<file path="src/rtl/jring_pkg.sv">
package jring_pkg;
  localparam int EIW = 14;

  typedef enum logic [3:0] {
    ET_NONE    = 4'd0,
    ET_RESET   = 4'd7,
    ET_RMV_OVF = 4'd8,
    ET_ADD_OVF = 4'd9
  } err_type_e;

  typedef enum logic [1:0] {
    H_IDLE = 2'd0,
    H_BUSY = 2'd1,
    H_DONE = 2'd2
  } halt_e;
endpackage

</file>
<file path="src/rtl/jring_side.sv">
module jring_side #(
  parameter int CW       = 10,
  parameter bit SW_FILLS = 1'b1
) (
  input  logic          clk_i,
  input  logic          rst_ni,
  input  logic          clr_i,
  input  logic [CW-1:0] size_i,
  input  logic          sw_we_i,
  input  logic [CW-1:0] sw_cnt_i,
  input  logic          hw_step_i,
  output logic [CW-1:0] occ_o,
  output logic [CW-1:0] idx_o,
  output logic          ovf_o,
  output logic          hw_ok_o
);
  localparam logic [CW-1:0] ONE = CW'(1);

  logic [CW-1:0] occ_q, idx_q, room, sw_amt, hw_amt, idx_inc;

  assign room = size_i - occ_q;

  generate
    if (SW_FILLS) begin : g_fill
      assign ovf_o   = sw_we_i && (sw_cnt_i > room);
      assign hw_ok_o = hw_step_i && (occ_q != '0);
    end else begin : g_drain
      assign ovf_o   = sw_we_i && (sw_cnt_i > occ_q);
      assign hw_ok_o = hw_step_i && (occ_q != size_i);
    end
  endgenerate

  assign sw_amt  = (sw_we_i && !ovf_o) ? sw_cnt_i : '0;
  assign hw_amt  = hw_ok_o ? ONE : '0;
  assign idx_inc = idx_q + ONE;

  always_ff @(posedge clk_i or negedge rst_ni) begin
    if (!rst_ni) begin
      occ_q <= '0;
      idx_q <= '0;
    end else if (clr_i) begin
      occ_q <= '0;
      idx_q <= '0;
    end else begin
      occ_q <= SW_FILLS ? (occ_q + sw_amt - hw_amt) : (occ_q + hw_amt - sw_amt);
      if (hw_ok_o) idx_q <= (idx_inc == size_i) ? '0 : idx_inc;
    end
  end

  assign occ_o = occ_q;
  assign idx_o = idx_q;
endmodule

</file>
<file path="src/rtl/jring_coal.sv">
module jring_coal #(
  parameter int CTW = 8,
  parameter int TTW = 16
) (
  input  logic           clk_i,
  input  logic           rst_ni,
  input  logic           clr_i,
  input  logic           step_i,
  input  logic           coal_en_i,
  input  logic [CTW-1:0] cnt_thr_i,
  input  logic [TTW-1:0] tmr_thr_i,
  output logic           fire_o
);
  logic [CTW-1:0] pend_q;
  logic [TTW-1:0] tmr_q;
  logic           cnt_hit, tmr_hit;

  assign cnt_hit = step_i && (({1'b0, pend_q} + (CTW+1)'(1)) >= {1'b0, cnt_thr_i});
  assign tmr_hit = (tmr_thr_i != '0) && (pend_q != '0) &&
                   (({1'b0, tmr_q} + (TTW+1)'(1)) >= {1'b0, tmr_thr_i});
  assign fire_o  = coal_en_i ? (cnt_hit || tmr_hit) : step_i;

  always_ff @(posedge clk_i or negedge rst_ni) begin
    if (!rst_ni) begin
      pend_q <= '0;
      tmr_q  <= '0;
    end else if (clr_i || fire_o || !coal_en_i) begin
      pend_q <= '0;
      tmr_q  <= '0;
    end else begin
      if (step_i && (pend_q != '1)) pend_q <= pend_q + CTW'(1);
      if ((pend_q != '0) && (tmr_q != '1)) tmr_q <= tmr_q + TTW'(1);
    end
  end
endmodule

</file>
<file path="src/rtl/jring_track.sv">
module jring_track
  import jring_pkg::*;
#(
  parameter int CW  = 10,
  parameter int CTW = 8,
  parameter int TTW = 16
) (
  input  logic           clk_i,
  input  logic           rst_ni,
  input  logic [CW-1:0]  in_size_i,
  input  logic [CW-1:0]  out_size_i,
  input  logic           int_mask_i,
  input  logic           coal_en_i,
  input  logic           stop_err_i,
  input  logic [CTW-1:0] cnt_thr_i,
  input  logic [TTW-1:0] tmr_thr_i,
  input  logic           jobs_add_we_i,
  input  logic [CW-1:0]  jobs_add_i,
  input  logic           jobs_rmv_we_i,
  input  logic [CW-1:0]  jobs_rmv_i,
  input  logic           job_take_i,
  input  logic           job_done_i,
  input  logic           ring_reset_i,
  input  logic           int_clr_we_i,
  input  logic [1:0]     int_clr_i,
  output logic [CW-1:0]  in_room_o,
  output logic [CW-1:0]  out_full_o,
  output logic [CW-1:0]  in_rd_idx_o,
  output logic [CW-1:0]  out_wr_idx_o,
  output logic [31:0]    int_status_o,
  output logic           irq_o
);
  logic           int_q, err_q;
  err_type_e      etype_q, etype_d;
  logic [EIW-1:0] eidx_q, eidx_d;
  halt_e          halt_q;

  logic busy, hw_en, err_set, fire;
  logic add_ovf, rmv_ovf, take_ok, done_ok;
  logic [CW-1:0] in_occ;

  assign busy  = (halt_q == H_BUSY);
  assign hw_en = !busy && !(err_q && stop_err_i);

  jring_side #(.CW(CW), .SW_FILLS(1'b1)) u_in (
    .clk_i, .rst_ni, .clr_i(busy), .size_i(in_size_i),
    .sw_we_i(jobs_add_we_i && !busy), .sw_cnt_i(jobs_add_i),
    .hw_step_i(job_take_i && hw_en),
    .occ_o(in_occ), .idx_o(in_rd_idx_o), .ovf_o(add_ovf), .hw_ok_o(take_ok)
  );

  jring_side #(.CW(CW), .SW_FILLS(1'b0)) u_out (
    .clk_i, .rst_ni, .clr_i(busy), .size_i(out_size_i),
    .sw_we_i(jobs_rmv_we_i && !busy), .sw_cnt_i(jobs_rmv_i),
    .hw_step_i(job_done_i && hw_en),
    .occ_o(out_full_o), .idx_o(out_wr_idx_o), .ovf_o(rmv_ovf), .hw_ok_o(done_ok)
  );

  jring_coal #(.CTW(CTW), .TTW(TTW)) u_coal (
    .clk_i, .rst_ni, .clr_i(busy), .step_i(done_ok), .coal_en_i,
    .cnt_thr_i, .tmr_thr_i, .fire_o(fire)
  );

  // first matching cause wins; write during halt outranks overflow
  always_comb begin
    err_set = 1'b1;
    etype_d = ET_NONE;
    eidx_d  = '0;
    if (busy && jobs_add_we_i) begin
      etype_d = ET_RESET;   eidx_d = EIW'(jobs_add_i);
    end else if (busy && jobs_rmv_we_i) begin
      etype_d = ET_RESET;   eidx_d = EIW'(jobs_rmv_i);
    end else if (add_ovf) begin
      etype_d = ET_ADD_OVF; eidx_d = EIW'(jobs_add_i);
    end else if (rmv_ovf) begin
      etype_d = ET_RMV_OVF; eidx_d = EIW'(jobs_rmv_i);
    end else begin
      err_set = 1'b0;
    end
  end

  always_ff @(posedge clk_i or negedge rst_ni) begin
    if (!rst_ni) begin
      int_q   <= 1'b0;
      err_q   <= 1'b0;
      etype_q <= ET_NONE;
      eidx_q  <= '0;
      halt_q  <= H_IDLE;
    end else begin
      if (int_clr_we_i && int_clr_i[0]) int_q <= 1'b0;
      if (fire) int_q <= 1'b1;
      if (int_clr_we_i && int_clr_i[1]) begin
        err_q   <= 1'b0;
        etype_q <= ET_NONE;
        eidx_q  <= '0;
        if (halt_q == H_DONE) halt_q <= H_IDLE;
      end
      if (err_set && !err_q) begin
        err_q   <= 1'b1;
        etype_q <= etype_d;
        eidx_q  <= eidx_d;
      end
      if (busy) halt_q <= H_DONE;
      else if (ring_reset_i) halt_q <= H_BUSY;
    end
  end

  assign in_room_o    = in_size_i - in_occ;
  assign int_status_o = {2'b00, eidx_q, 4'b0000, etype_q, 4'b0000, halt_q, err_q, int_q};
  assign irq_o        = (int_q || err_q) && !int_mask_i;
endmodule

</file>
<file path="config.mk">
export PLATFORM = sky130hd
export DESIGN_NAME = jring_track
export DESIGN_NICKNAME = d
export VERILOG_FILES = /design/src/rtl/jring_pkg.sv /design/src/rtl/jring_side.sv /design/src/rtl/jring_coal.sv /design/src/rtl/jring_track.sv
export SDC_FILE = /design/constraint.sdc
export NUM_CORES = 1
export LEC_CHECK = 0
export CAP_MARGIN = 0
export CORE_AREA = 2 2 102 143
export CTS_CLUSTER_SIZE = 24
export DETAILED_ROUTE_END_ITERATION = 16
export DIE_AREA = 0 0 104 145
export PLACE_DENSITY = 0.86
export SLEW_MARGIN = 20
export SYNTH_ARGS = -nofsm -noshare
export SYNTH_HDL_FRONTEND = slang
export SYNTH_SLANG_ARGS = --single-unit
</file>
<file path="constraint.sdc">
create_clock -name clk_i -period 10.33 [get_ports clk_i]
set_clock_uncertainty 0.2 [all_clocks]
set_input_delay 2.066 -clock clk_i [delete_from_list [all_inputs] [get_ports clk_i]]
set_output_delay 2.066 -clock clk_i [all_outputs]
set_load 0.05 [all_outputs]
</file>
# == Word-level counts from Yosys, hierarchy flattened ==
# Index checks and enable logic that the tools add are counted.
# classes
eq_ne,7
n_addsub,11
order_cmp,4
reduce_logical,46
n_mux,41
# op_table
operator,count
10-bit two-way mux,14
16-bit two-way mux,2
10-bit subtractor,3
14-bit two-way mux,2
4-bit two-way mux,6
1-bit logical AND,23
"10-bit by 1-bit adder with 10-bit output, second input constant",2
10-bit adder,2
10-bit == test,2
10-bit > comparator,2
"16-bit by 1-bit adder with 17-bit output, second input constant",1
17-bit by 16-bit greater-or-equal comparator with 1-bit output,1
"16-bit by 1-bit adder with 16-bit output, second input constant",1
8-bit two-way mux,2
"16-bit != test, second input constant",1
16-bit nonzero test,1
2-bit nonzero test,6
1-bit two-way mux,11
10-bit != test,1
10-bit nonzero test,1
"8-bit by 1-bit adder with 9-bit output, second input constant",1
9-bit by 8-bit greater-or-equal comparator with 1-bit output,1
"8-bit by 1-bit adder with 8-bit output, second input constant",1
2-bit two-way mux,4
8 further kinds,18
# totals
input_bits,77
out_inout_bits,73
ff_bits,86
elab_cells,120

# == Logic depth before layout (Yosys ltp) ==
# depth
depth_word,11
ltp_mapped,26
ltp_nobuf,26

# == Cells and area by module ==
# From an unflattened synthesis, not the netlist that was laid out.
# hier_totals
hier_cells,999
area_unflattened_um2,8385.5
# modules_own_cells
mod,area_each_um2,cells_per_inst,instances,seq_area_each_um2
jring_side (u_in),2552.4,311,1,500.5
jring_coal,2279.7,274,1,600.6
jring_side (u_out),2083.2,244,1,500.5
jring_track,1470.2,170,1,425.4

# == Worst setup path after synthesis ==
# No wires, ideal clock.
# synth_path
path_kind,input port to flip-flop
from,input port in_size_i[1]
to,register u_in.occ_q[9] (netlist: u_in.occ_o[9])
cell_stages,22
setup_ns,0.125
path_slack_ns,3.210
required_time_ns,10.005
path_buffers,0
arrival_time_ns,6.796
path_cell_list,ha_1 nor2b_1 o21ai_0 a21o_1 a31oi_1 xor2_1 inv_1 ha_1 nand4_1 nor3_1 a21oi_1 nor2_1 nand2_1 ha_1 inv_1 ha_1 a21oi_1 o2111ai_1 a31o_2 a21oi_1 nor2_1 mux2_2
# synth_between
elab_chain_cells,9
# synth_lines
element,line_no,rtl
from (decl),jring_track.sv:10,"input logic [CW-1:0] in_size_i,"
10-bit subtractor,-,
net in_room_o[7],jring_track.sv:26,"output logic [CW-1:0] in_room_o,"
10-bit > comparator,jring_side.sv:25,assign ovf_o = sw_we_i && (sw_cnt_i > room);
1-bit logical AND,jring_side.sv:25,
1-bit logical NOT,jring_side.sv:33,assign sw_amt = (sw_we_i && !ovf_o) ? sw_cnt_i : '0;
1-bit logical AND,jring_side.sv:33,
10-bit two-way mux,jring_side.sv:33,
10-bit adder,jring_side.sv:45,occ_q <= SW_FILLS ? (occ_q + sw_amt - hw_amt) : (occ_q + hw_amt - sw_amt);
10-bit subtractor,jring_side.sv:45,
10-bit two-way mux,jring_side.sv:41,end else if (clr_i) begin
to (signal assigned),jring_side.sv:45,
to (decl),jring_side.sv:19,"logic [CW-1:0] occ_q, idx_q, room, sw_amt, hw_amt, idx_inc;"
# The timed path passes the listed nets, and every way through them passes these cells.
# A chain may end at the register's enable or synchronous reset.

# == Worst setup path in the final report ==
# layout_path
from,input port in_size_i[0]
to,register u_in.occ_q[9] (netlist: u_in.occ_o[9])
# layout_between
elab_chain_cells,9
# layout_lines
element,line_no,rtl
10-bit subtractor,jring_side.sv:21,assign room = size_i - occ_q;
10-bit > comparator,jring_side.sv:25,
1-bit logical AND,jring_side.sv:25,
1-bit logical NOT,jring_side.sv:33,
1-bit logical AND,jring_side.sv:33,
10-bit two-way mux,jring_side.sv:33,
10-bit adder,jring_side.sv:45,
10-bit subtractor,jring_side.sv:45,
10-bit two-way mux,jring_side.sv:41,
# Every way passes these cells.

==> metrics.txt <==
Die Y 145 µm; Seq cells post-synth 81; Final min period 7.96 ns; outcome finished, final reports clean; Peak Freq 126 MHz; Num CTS Buffers 9; placed cell count 1201; Main synth FF type dfrtp_1; R2R Setup Slk 4.22 ns; Worst Hold End int_q$_DFFE_PN0P_; class of the worst hold path register to register; # Max-Cap Violations 0; Worst Setup Start Kind primary input; Worst path depth 26; DRC viols 0; die area 15100 µm²; commonest non-fill, non-tap cell in the layout clkdlybuf4s50_1; worst hold stages 1; CTS tree yes; Post-Syn Instances 906; ys async rst share 100%; leading area contributor after synthesis dfrtp_1; CP endpoint kind register; Peak VDD IR 0.330 mV; Synth area leaders dfrtp_1 (26%), ha_1 (15%), xnor2_1 (6.8%), inv_1 (4.7%), xor2_1 (4.0%); DR vias 7085; Critical Path AT 7.98 ns; Max Root-Sink Buffers 2; Routed Antenna Nets 0; WL/cell 16.5 µm; I/O Buffers 135; Synth warnings 0; final hold vios 0; headroom to the max-slew limit 56.8%; Largest stage delay, worst path 0.45 ns; initial antenna violation count 0; Yosys cell types 75; Finish-stage setup viols 0; area of the mapped netlist 7800 µm²; Power Dens Cells 297 nW/µm²; fin nets 1201; leakage 4.21 nW; WS Path Type primary input to register; Die Width 104 µm; aggregate routed wire length 20.0 mm; share of layout cells above drive strength 1 6.40%; Finished Layout Cells 1217; IO Count 150; Antenna diodes 0; crit-path max FO 8; worst setup path start in_size_i[0]; Seq/Total Area, Yosys 26.0%; Reg2Reg Depth 24; CP delay by family, top compound AO/OA/AOI/OAI gates; worst reg2reg endpoint u_in.occ_o[9]$_DFF_PN0_; Worst R2R Start u_in.occ_o[0]$_DFF_PN0_; max-slew violation count 0; first-pass GRT wire length 33.0 mm; setup TNS 0 ns; core box area 13800 µm²; worst path bufs/invs 4; GPL Wtd Cong 0.926; initial core utilization 56.6%; EDFF count, synth 0; H-tree depth 3; gr usage total 26.7%; largest net degree at the start of global routing 44; DRT Pass-1 Iters 5; commonest non-fill, non-tap cells in the layout clkdlybuf4s50_1 (134), inv_1 (98), ha_1 (94); Worst-path clk slew 0.06 ns; std cell rows 51; top cell type's share of synthesized area 26.0%; Area Overhead vs Synth 22.5%; worst-path cell with the longest stage delay nor2_1; Root Driver clkbuf_16; GR Overflow Total 0; Post-CTS Setup Repair Bufs 0; Worst-Skew Late Latency 0.34 ns; initial drt markers 361; unrepaired setup endpoints after global routing false; Mean Syn Cell Area 8.61 µm²; Worst Hold Launch int_q$_DFFE_PN0P_; fin crit share 77.1%; post-CTS resize count 0; Tightest Pin Transition 0.645 ns; CTS sink cnt 81; hpwl dp 15.8 mm; WP data required 10.35 ns; Hold Buf Count CTS 0; Via density 5.82; vias in the first global route 6817
-- kinds of logic (layout without fill, tap and decap cells) --
kind of cell,count (synthesis),in the layout,synth area share [%]
simple gates,329,329,23.7
flops,81,81,26.0
buf+inv,142,255,8.00
other cells,1,14,0.0481
xor+xnor,97,97,10.9
compound gates,151,151,14.5
mux,8,8,1.07
fa+ha+maj,97,97,15.8
-- layout make-up --
class                      instances  area (µm²)
multi-input combinational        696        5210
fill                            1106        4220
sequential                        81        2030
timing repair buffer             141        1390
inverter                          98         368
clock buffer                      15         298
tap                              185         231
clock inverter                     1        30.0
-- worst max-delay path by stage --
stage	end	slack, ns
after floorplan	u_in.occ_o[9]$_DFF_PN0_	3.21
after global placement	u_in.occ_o[9]$_DFF_PN0_	2.42
after detailed placement	u_in.occ_o[9]$_DFF_PN0_	2.22
after CTS	u_in.occ_o[9]$_DFF_PN0_	2.53
after global routing	u_in.occ_o[9]$_DFF_PN0_	1.97
final	u_in.occ_o[9]$_DFF_PN0_	2.37
-- Yosys cell counts, types with 4 or more instances --
| library cell | instances |
|---|---|
| and3_1 | 22 |
| nor3b_1 | 9 |
| a221o_1 | 12 |
| nor2b_1 | 8 |
| nand2b_1 | 12 |
| o211ai_1 | 10 |
| inv_1 | 98 |
| nor2_1 | 53 |
| nor3_1 | 43 |
| nand2_1 | 73 |
| a31oi_1 | 8 |
| a21oi_1 | 37 |
| clkbuf_1 | 15 |
| o21ai_0 | 17 |
| nand4_1 | 11 |
| nor4_2 | 19 |
| xnor2_1 | 61 |
| and2_1 | 11 |
| ha_1 | 94 |
| dfrtp_1 | 81 |
| mux2i_1 | 5 |
| nor4_1 | 21 |
| buf_4 | 18 |
| a32oi_1 | 4 |
| a211o_1 | 5 |
| a41oi_1 | 4 |
| xor2_1 | 36 |
| a211oi_1 | 6 |
| or2_2 | 4 |
| nand3_1 | 22 |
| buf_2 | 7 |
| o21a_1 | 5 |
| a21o_1 | 8 |
-- registers in the layout (all words and copies together) (netlist names) --
register,cells
u_coal.tmr_q,16
etype_q,3
eidx_q,10
u_out.idx_o,10
u_in.idx_o,10
halt_q,2
u_in.occ_o,10
u_coal.pend_q,8
err_q,1
u_out.occ_o,10
int_q,1
-- per-layer routing --
| layer | track usage (%) | part of all wire, % |
|---|---|---|
| met5 | 0 | 0 |
| met1 | 31.7 | 40 |
| met2 | 47.8 | 51 |
| met4 | 10.2 | 3.2 |
| met3 | 4.45 | 5.9 |
-- worst register-to-register path, cell delays in order (launching register included) --
cell	delay (ns)
dfrtp_1	0.37
ha_1	0.18
inv_1	0.06
fa_1	0.41
a21o_1	0.20
a21oi_1	0.22
o21bai_1	0.13
a2111o_1	0.42
o311a_1	0.14
xnor2_1	0.15
ha_1	0.30
nand4_1	0.19
nor3_1	0.31
a21oi_1	0.14
nor2_1	0.45
nand2_1	0.12
ha_1	0.34
inv_1	0.05
ha_1	0.28
a21oi_1	0.30
o2111ai_1	0.26
a31o_2	0.29
a21oi_1	0.16
nor2_1	0.05
mux2_2	0.28
-- where the power goes --
group / leakage, nW / internal (mW) / total, mW / switching, mW
clock: 0.162 / 0.220 / 0.347 / 0.127
sequential: 1.07 / 0.407 / 0.502 / 0.0952
combinational: 2.98 / 0.762 / 1.99 / 1.23
-- through the flow --
step                      hold WS (ns)  power (mW)  setup slack [ns]  utilization (%)  area, µm²
final                            0.322        2.84              2.37             69.4       9560
after global routing             0.346        3.05              1.97             69.4       9560
after CTS                        0.330        2.83              2.53             69.4       9560
after detailed placement         0.302        2.46              2.22             67.0       9230
after global placement           0.305        2.41              2.42             67.0       9230
after floorplan                  0.284        1.94              3.21                -       7850
(Power assumes the default switching activity.)
